<file path="config.mk">
export PLATFORM = sky130hd
export DESIGN_NAME = stkptr_engine
export DESIGN_NICKNAME = d
export VERILOG_FILES = /design/src/rtl/stk_pkg.sv /design/src/rtl/stk_ptr_unit.sv /design/src/rtl/stk_frame_fsm.sv /design/src/rtl/stkptr_engine.sv
export SDC_FILE = /design/constraint.sdc
export NUM_CORES = 1
export LEC_CHECK = 0
export BUFFER_PORTS_ARGS = -buffer_cell sky130_fd_sc_hd__buf_2
export CORE_MARGIN = 4
export CORE_UTILIZATION = 40
export CTS_CLUSTER_SIZE = 10
export DETAILED_ROUTE_END_ITERATION = 16
export PLACE_DENSITY = 0.71
export SLEW_MARGIN = 15
export SYNTH_ARGS = -nofsm -noshare
export SYNTH_HDL_FRONTEND = slang
export SYNTH_HIERARCHICAL = 1
export SYNTH_SLANG_ARGS = --single-unit
</file>
<file path="constraint.sdc">
create_clock -name clk -period 6.4 [get_ports clk]
set_input_delay 0.32 -clock clk [delete_from_list [all_inputs] [get_ports clk]]
set_output_delay 0.32 -clock clk [all_outputs]
set_load 0.05 [all_outputs]
</file>
<file path="src/rtl/stk_pkg.sv">
package stk_pkg;
    localparam int BYTE_W = 8;

    typedef enum logic [3:0] {
        ST_IDLE,
        ST_PUSH_FLG,
        ST_PUSH_PCH,
        ST_PUSH_PCL,
        ST_PUSH_BYTE,
        ST_POP_PCL,
        ST_POP_PCH,
        ST_POP_FLG,
        ST_POP_BYTE
    } stk_state_e;
endpackage

</file>
<file path="src/rtl/stk_ptr_unit.sv">
module stk_ptr_unit #(
    parameter int BYTE_W = 8,
    parameter logic [2*BYTE_W-1:0] SP_RESET = '0
) (
    input  logic                clk,
    input  logic                rst_n,
    input  logic                ext_mode,
    input  logic                step_dn,
    input  logic                step_up,
    output logic [2*BYTE_W-1:0] sp,
    output logic [2*BYTE_W-1:0] push_addr,
    output logic [2*BYTE_W-1:0] pop_addr
);
    localparam int PTR_W = 2 * BYTE_W;

    logic [PTR_W-1:0] sp_dn, sp_up;
    logic [BYTE_W-1:0] lo_dn, lo_up;

    always_comb begin
        lo_dn = sp[BYTE_W-1:0] - 1'b1;
        lo_up = sp[BYTE_W-1:0] + 1'b1;
        if (ext_mode) begin
            sp_dn = sp - 1'b1;
            sp_up = sp + 1'b1;
            push_addr = sp_dn;
            pop_addr  = sp;
        end else begin
            sp_dn = {sp[PTR_W-1:BYTE_W], lo_dn};
            sp_up = {sp[PTR_W-1:BYTE_W], lo_up};
            push_addr = {{BYTE_W{1'b0}}, lo_dn};
            pop_addr  = {{BYTE_W{1'b0}}, sp[BYTE_W-1:0]};
        end
    end

    always_ff @(posedge clk) begin
        if (!rst_n)       sp <= SP_RESET;
        else if (step_dn) sp <= sp_dn;
        else if (step_up) sp <= sp_up;
    end

    AST_SINGLE_STEP: assert property (@(posedge clk) disable iff (!rst_n)
        !(step_dn && step_up));
    AST_INT_HIGH_HOLD: assert property (@(posedge clk) disable iff (!rst_n)
        (!ext_mode && (step_dn || step_up)) |=> $stable(sp[PTR_W-1:BYTE_W]));
endmodule

</file>
<file path="src/rtl/stk_frame_fsm.sv">
module stk_frame_fsm
    import stk_pkg::*;
#(
    parameter int BYTE_W = 8
) (
    input  logic                clk,
    input  logic                rst_n,
    input  logic                mode_in,
    input  logic                cmd_push,
    input  logic                cmd_pop,
    input  logic                cmd_call,
    input  logic                cmd_ret,
    input  logic                cmd_int,
    input  logic                cmd_iret,
    input  logic [BYTE_W-1:0]   push_data,
    input  logic [2*BYTE_W-1:0] pc_in,
    input  logic [BYTE_W-1:0]   flags_in,
    input  logic [BYTE_W-1:0]   rd_data,
    input  logic [2*BYTE_W-1:0] push_addr,
    input  logic [2*BYTE_W-1:0] pop_addr,
    output logic                ext_mode,
    output logic                step_dn,
    output logic                step_up,
    output logic [2*BYTE_W-1:0] mem_addr,
    output logic [BYTE_W-1:0]   mem_wdata,
    output logic                mem_we,
    output logic                mem_re,
    output logic                busy,
    output logic [2*BYTE_W-1:0] pc_out,
    output logic [BYTE_W-1:0]   flags_out,
    output logic [BYTE_W-1:0]   pop_data
);
    localparam int PTR_W = 2 * BYTE_W;

    stk_state_e state, nxt;
    logic [PTR_W-1:0]  pc_q;
    logic [BYTE_W-1:0] flg_q, byte_q;
    logic              irq_frame_q;

    always_comb begin
        nxt = state;
        unique case (state)
            ST_IDLE: begin
                if (cmd_int)                  nxt = ST_PUSH_FLG;
                else if (cmd_call)            nxt = ST_PUSH_PCH;
                else if (cmd_iret || cmd_ret) nxt = ST_POP_PCL;
                else if (cmd_push)            nxt = ST_PUSH_BYTE;
                else if (cmd_pop)             nxt = ST_POP_BYTE;
            end
            ST_PUSH_FLG:  nxt = ST_PUSH_PCH;
            ST_PUSH_PCH:  nxt = ST_PUSH_PCL;
            ST_PUSH_PCL:  nxt = ST_IDLE;
            ST_PUSH_BYTE: nxt = ST_IDLE;
            ST_POP_PCL:   nxt = ST_POP_PCH;
            ST_POP_PCH:   nxt = irq_frame_q ? ST_POP_FLG : ST_IDLE;
            ST_POP_FLG:   nxt = ST_IDLE;
            ST_POP_BYTE:  nxt = ST_IDLE;
            default:      nxt = ST_IDLE;
        endcase
    end

    always_ff @(posedge clk) begin
        if (!rst_n) state <= ST_IDLE;
        else        state <= nxt;
    end

    always_comb begin
        step_dn   = 1'b0;
        step_up   = 1'b0;
        mem_we    = 1'b0;
        mem_re    = 1'b0;
        mem_addr  = '0;
        mem_wdata = '0;
        busy      = (state != ST_IDLE);
        unique case (state)
            ST_PUSH_FLG, ST_PUSH_PCH, ST_PUSH_PCL, ST_PUSH_BYTE: begin
                step_dn  = 1'b1;
                mem_we   = 1'b1;
                mem_addr = push_addr;
            end
            ST_POP_PCL, ST_POP_PCH, ST_POP_FLG, ST_POP_BYTE: begin
                step_up  = 1'b1;
                mem_re   = 1'b1;
                mem_addr = pop_addr;
            end
            default: ;
        endcase
        unique case (state)
            ST_PUSH_FLG:  mem_wdata = flg_q;
            ST_PUSH_PCH:  mem_wdata = pc_q[PTR_W-1:BYTE_W];
            ST_PUSH_PCL:  mem_wdata = pc_q[BYTE_W-1:0];
            ST_PUSH_BYTE: mem_wdata = byte_q;
            default: ;
        endcase
    end

    always_ff @(posedge clk) begin
        if (!rst_n) begin
            pc_q        <= '0;
            flg_q       <= '0;
            byte_q      <= '0;
            irq_frame_q <= 1'b0;
            ext_mode    <= 1'b0;
            pc_out      <= '0;
            flags_out   <= '0;
            pop_data    <= '0;
        end else begin
            if (state == ST_IDLE && nxt != ST_IDLE) begin
                pc_q        <= pc_in;
                flg_q       <= flags_in;
                byte_q      <= push_data;
                ext_mode    <= mode_in;
                irq_frame_q <= !cmd_int && !cmd_call && cmd_iret;
            end
            if (state == ST_POP_PCL)  pc_out[BYTE_W-1:0]     <= rd_data;
            if (state == ST_POP_PCH)  pc_out[PTR_W-1:BYTE_W] <= rd_data;
            if (state == ST_POP_FLG)  flags_out              <= rd_data;
            if (state == ST_POP_BYTE) pop_data               <= rd_data;
        end
    end

    AST_FLG_THEN_PCH: assert property (@(posedge clk) disable iff (!rst_n)
        (state == ST_PUSH_FLG) |=> (state == ST_PUSH_PCH));
    AST_MEM_ONLY_BUSY: assert property (@(posedge clk) disable iff (!rst_n)
        (mem_we || mem_re) |-> busy);
    AST_RET_ENDS: assert property (@(posedge clk) disable iff (!rst_n)
        (state == ST_POP_PCH && !irq_frame_q) |=> !busy);
    AST_MODE_HELD: assert property (@(posedge clk) disable iff (!rst_n)
        (busy && $past(busy)) |-> $stable(ext_mode));
endmodule

</file>
<file path="src/rtl/stkptr_engine.sv">
module stkptr_engine #(
    parameter int          BYTE_W   = 8,
    parameter logic [15:0] SP_RESET = 16'hA000
) (
    input  logic                clk,
    input  logic                rst_n,
    input  logic                mode_ext,
    input  logic                cmd_push,
    input  logic                cmd_pop,
    input  logic                cmd_call,
    input  logic                cmd_ret,
    input  logic                cmd_int,
    input  logic                cmd_iret,
    input  logic [BYTE_W-1:0]   push_data,
    input  logic [2*BYTE_W-1:0] pc_in,
    input  logic [BYTE_W-1:0]   flags_in,
    input  logic [BYTE_W-1:0]   rd_data,
    output logic [2*BYTE_W-1:0] mem_addr,
    output logic [BYTE_W-1:0]   mem_wdata,
    output logic                mem_we,
    output logic                mem_re,
    output logic [BYTE_W-1:0]   pop_data,
    output logic [2*BYTE_W-1:0] pc_out,
    output logic [BYTE_W-1:0]   flags_out,
    output logic [2*BYTE_W-1:0] sp_out,
    output logic                busy
);
    localparam int PTR_W = 2 * BYTE_W;

    logic             ext_mode, step_dn, step_up;
    logic [PTR_W-1:0] push_addr, pop_addr;

    stk_ptr_unit #(.BYTE_W(BYTE_W), .SP_RESET(PTR_W'(SP_RESET))) u_ptr (
        .clk(clk), .rst_n(rst_n), .ext_mode(ext_mode),
        .step_dn(step_dn), .step_up(step_up), .sp(sp_out),
        .push_addr(push_addr), .pop_addr(pop_addr)
    );

    stk_frame_fsm #(.BYTE_W(BYTE_W)) u_fsm (
        .clk(clk), .rst_n(rst_n), .mode_in(mode_ext),
        .cmd_push(cmd_push), .cmd_pop(cmd_pop), .cmd_call(cmd_call),
        .cmd_ret(cmd_ret), .cmd_int(cmd_int), .cmd_iret(cmd_iret),
        .push_data(push_data), .pc_in(pc_in), .flags_in(flags_in),
        .rd_data(rd_data), .push_addr(push_addr), .pop_addr(pop_addr),
        .ext_mode(ext_mode), .step_dn(step_dn), .step_up(step_up),
        .mem_addr(mem_addr), .mem_wdata(mem_wdata), .mem_we(mem_we),
        .mem_re(mem_re), .busy(busy), .pc_out(pc_out),
        .flags_out(flags_out), .pop_data(pop_data)
    );

    AST_PUSH_PREDEC: assert property (@(posedge clk) disable iff (!rst_n)
        mem_we |=> (sp_out[BYTE_W-1:0] == $past(mem_addr[BYTE_W-1:0])));
    AST_POP_POSTINC: assert property (@(posedge clk) disable iff (!rst_n)
        mem_re |=> (sp_out[BYTE_W-1:0] == BYTE_W'($past(mem_addr[BYTE_W-1:0]) + 1'b1)));
    AST_WE_RE_EXCL: assert property (@(posedge clk) disable iff (!rst_n)
        !(mem_we && mem_re));
    AST_INT_ADDR_LOW: assert property (@(posedge clk) disable iff (!rst_n)
        ((mem_we || mem_re) && !ext_mode) |-> (mem_addr[PTR_W-1:BYTE_W] == '0));
endmodule

</file>
==> summary.md <==
| Metric | Value |
|---|---|
| Outcome | finished, final reports clean |
| CP endpoint kind | primary output |
| Core Area | 11400 sq um |
| Leak | 0.00238 uW |
| Tot GR Track Use | 18.0% |
| Critical path's largest stage delay | 0.71 ns |
| Hold_buf cts | 0 |
| I/O pins | 124 |
| First-pass GRT wire length | 19700 microns |
| Critical path class | reg -> out |
| Most area-consuming cells after synthesis | dfxtp_1, nand2_1, mux2i_1 |
| Crit-path slowest cell | or4b_2 |
| PortBufs | 123 |
| Switch share | 42.0% |
| Avg WL per Cell | 15.0 microns |
| Most frequent cells in the layout | nand2_1, buf_2, dfxtp_1 |
| Worst Path Arrival | 3.02 ns |
| Vias per cell | 5.38 |
| Antenna Cells | 0 |
| H-tree Lvls | 3 |
| Post-synth EDFFs | 0 |
| # rows | 39 |
| Post-synth top area share | 36.9% |
| Grt total ovfl | 0 |
| Crit start category | register |
| DR pass1 iterations | 5 |
| Period utilization | 52.2% |
| Adder-cell share of the synthesized area | 0.536% |
| Hold path cells | 3 |
| Post-Synth Simple-Gate Area | 24.6% |
| Skew-Pair Late Insertion Delay | 0.33 ns |
| Switching power of the nets | 935 uW |
| Delay-heaviest family, CP | simple AND/OR/NAND/NOR gates |
| Sequential Power Share | 32.1% |
| CP startpoint | u_ptr/sp[0] |
| Netlist cell types | 54 |
| Vias in the first global route | 4206 |
| Post-synthesis cell count | 584 |
| FF-to-FF path depth | 8 |
| Synth Area per Inst | 8.00 sq um |
| Share of layout cells above drive strength 1 | 22.8% |
| Pwr/cell area | 405 nW/um^2 |
| Setup-failing EPs final | 0 |
| Layout area overhead | 17.9% |
| Clock Sinks | 86 |
| Worst-margin pin slew | 1.09 ns |
| Fraction of the yosys area taken by sequential cells | 36.9% |
| HP Class | in -> reg |
| Total power | 2230 uW |
| Cells along the critical path | inv_1 > ha_1 > or4b_2 > nor4_1 > xor2_1 > and2_1 > a22o_1 > buf_2 |
| Post-synth top flop | dfxtp_1 |
| Die height | 116 microns |
| Clk network pwr share | 25.2% |
| Area occupied by multi-input gates | 2600 sq um |
| Hold Crit Start | pc_in[4] |
| Leading cell type in the layout, fill and taps excluded | nand2_1 |
| WL final | 12300 microns |
| Final Hold Vio Count | 0 |
| Comb power frac | 42.7% |
| Syn_nets | 635 |
| Largest family of logic cells by synthesized area | simple AND/OR/NAND/NOR gates |
| Fraction of registers with async set/reset | 0% |
| Relative slew slack | 27.5% |
| Worst path buffer plus inverter count | 2 |
| TritonCTS buffer count | 9 |
| Clock Tree Root | clkbuf_16 |
| Fill count | 1155 |
| Cell taking the most area after synthesis | dfxtp_1 |
| Final Slew Violations | 0 |
| Gp weighted congestion | 0.893 |
| Max Freq | 299 MHz |
| Hold Path End | u_fsm/pc_q[4] |
| Nets | 721 |
| Reg2Reg Capture Point | u_ptr/sp[13] |
| Post-synthesis register bit count | 86 |
| Mapped cell area | 4670 sq um |
| CTS tree | built |
| Final HPWL DP | 8880 microns |
| Fin Setup TNS | 0 ns |
| Initial antenna violation count | 0 |
| Clock slew at the register clock pins of the worst setup and hold paths | 0.06 ns |
| Die W | 116 microns |
| Post-synthesis compound-gate area fraction | 17.7% |
| Final min period | 3.34 ns |
| Longest Clk Path Bufs | 2 |
| Starting DRT DRC Count | 294 |
| Total of max-cap violations | 0 |
| Required @ worst endpoint | 6.08 ns |
| DRC Markers | 0 |
| Internal power | 1290 uW |
| XOR/XNOR Fraction of Synth Area | 3.94% |
| Post-DRT Antenna Nets | 0 |
| Post-synthesis mux area share | 8.82% |
| Yosys warns | 6 |
| Die ar. | 13500 sq um |
| R2R setup slack | 3.13 ns |
| Largest net degree at the start of global routing | 111 |
| Maximum VDD drop | 0.275 mV |
| Worst Path Max Fanout | 8 |
| Initial Util | 40.9% |
| DR vias | 4403 |
| Fin Clk Skew | 0.00918 ns |
| RSZ-0062 raised after global routing | no |
| Register area | 1720 sq um |
| Reg2Reg Launch Point | u_fsm/state[1] |
| Resized Gates After CTS | 0 |
| Post-CTS setup buffers | 0 |
layout make-up:
type / count / share of cell area [%]
clock buffers: 13 / 4.55
clock inverters: 3 / 1.23
inverters: 14 / 0.955
multi-input cells: 434 / 47.3
flip-flops and latches: 86 / 31.3
well taps: 143 / 3.25
repair buffers: 125 / 11.5
cells by family (layout without fill, tap and decap cells):
family,after synthesis,count (layout)
compound gates,114,114
xor+xnor,21,21
buf+inv,64,155
mux,41,41
simple gates,256,256
flops,86,86
fa+ha+maj,2,2
Yosys cell counts (9+ instances only):
cell	number
and2_1	13
a22oi_1	11
nor3_1	17
a21boi_0	32
a21oi_1	12
clkbuf_1	30
nand2_1	150
xnor2_1	9
mux2i_1	40
a22o_1	16
xor2_1	12
buf_4	10
o21ai_0	10
dfxtp_1	86
nor2_1	33
inv_1	14
worst reg2reg max path, stage by stage (launching register included):
cell	delay, ns
dfxtp_1	0.54
nor3_1	0.54
nand2_1	0.32
o21ai_2	0.50
o21ai_0	0.41
nor3_1	0.34
nand3_1	0.12
a21oi_1	0.21
o21ai_0	0.11
sequential cells by signal, summed over array words and instances, names as in the netlist, 4 cells and up:
name	count
u_fsm/state	4
u_ptr/sp	16
u_fsm/flg_q	8
u_fsm/flags_out	8
u_fsm/pc_out	16
u_fsm/pop_data	8
u_fsm/pc_q	16
u_fsm/byte_q	8
worst max path at each step:
stage	to	cells after the start	slack, ns
final	mem_addr[12]	8	3.06
after global routing	u_ptr/sp[13]	8	2.82
after CTS	mem_addr[12]	8	3.06
after detailed placement	u_ptr/sp[13]	8	3.22
after global placement	u_ptr/sp[13]	8	3.51
after floorplan	u_ptr/sp[5]	10	3.32
per-layer routing:
layer | vias to the layer above | track usage (%) | wire, microns
li1 | 2164 | - | -
met1 | 2054 | 23.5 | 5600
met2 | 158 | 28.9 | 5660
met3 | 27 | 3.08 | 715
met4 | 0 | 8.74 | 297
met5 | - | 0 | 0
metrics by stage:
step	hold slack, ns	util (%)	instance area (sq um)	instances	setup slack [ns]
finish	0.228	48.2	5510	818	3.06
global route	0.229	48.2	5510	818	2.82
CTS	0.215	48.2	5510	818	3.06
detailed placement	0.449	45.4	5190	802	3.22
global placement	0.441	45.4	5190	802	3.51
floorplan	0.396	-	4670	584	3.32
power by group through the flow:
stage	sequential, uW	combinational (uW)	clock (uW)
after detailed placement	725	947	0
after global placement	717	933	0
final	715	951	562
after CTS	714	951	576
after floorplan	686	857	0
after global routing	730	1020	597
No activity file was read; power rests on OpenSTA's default activity.
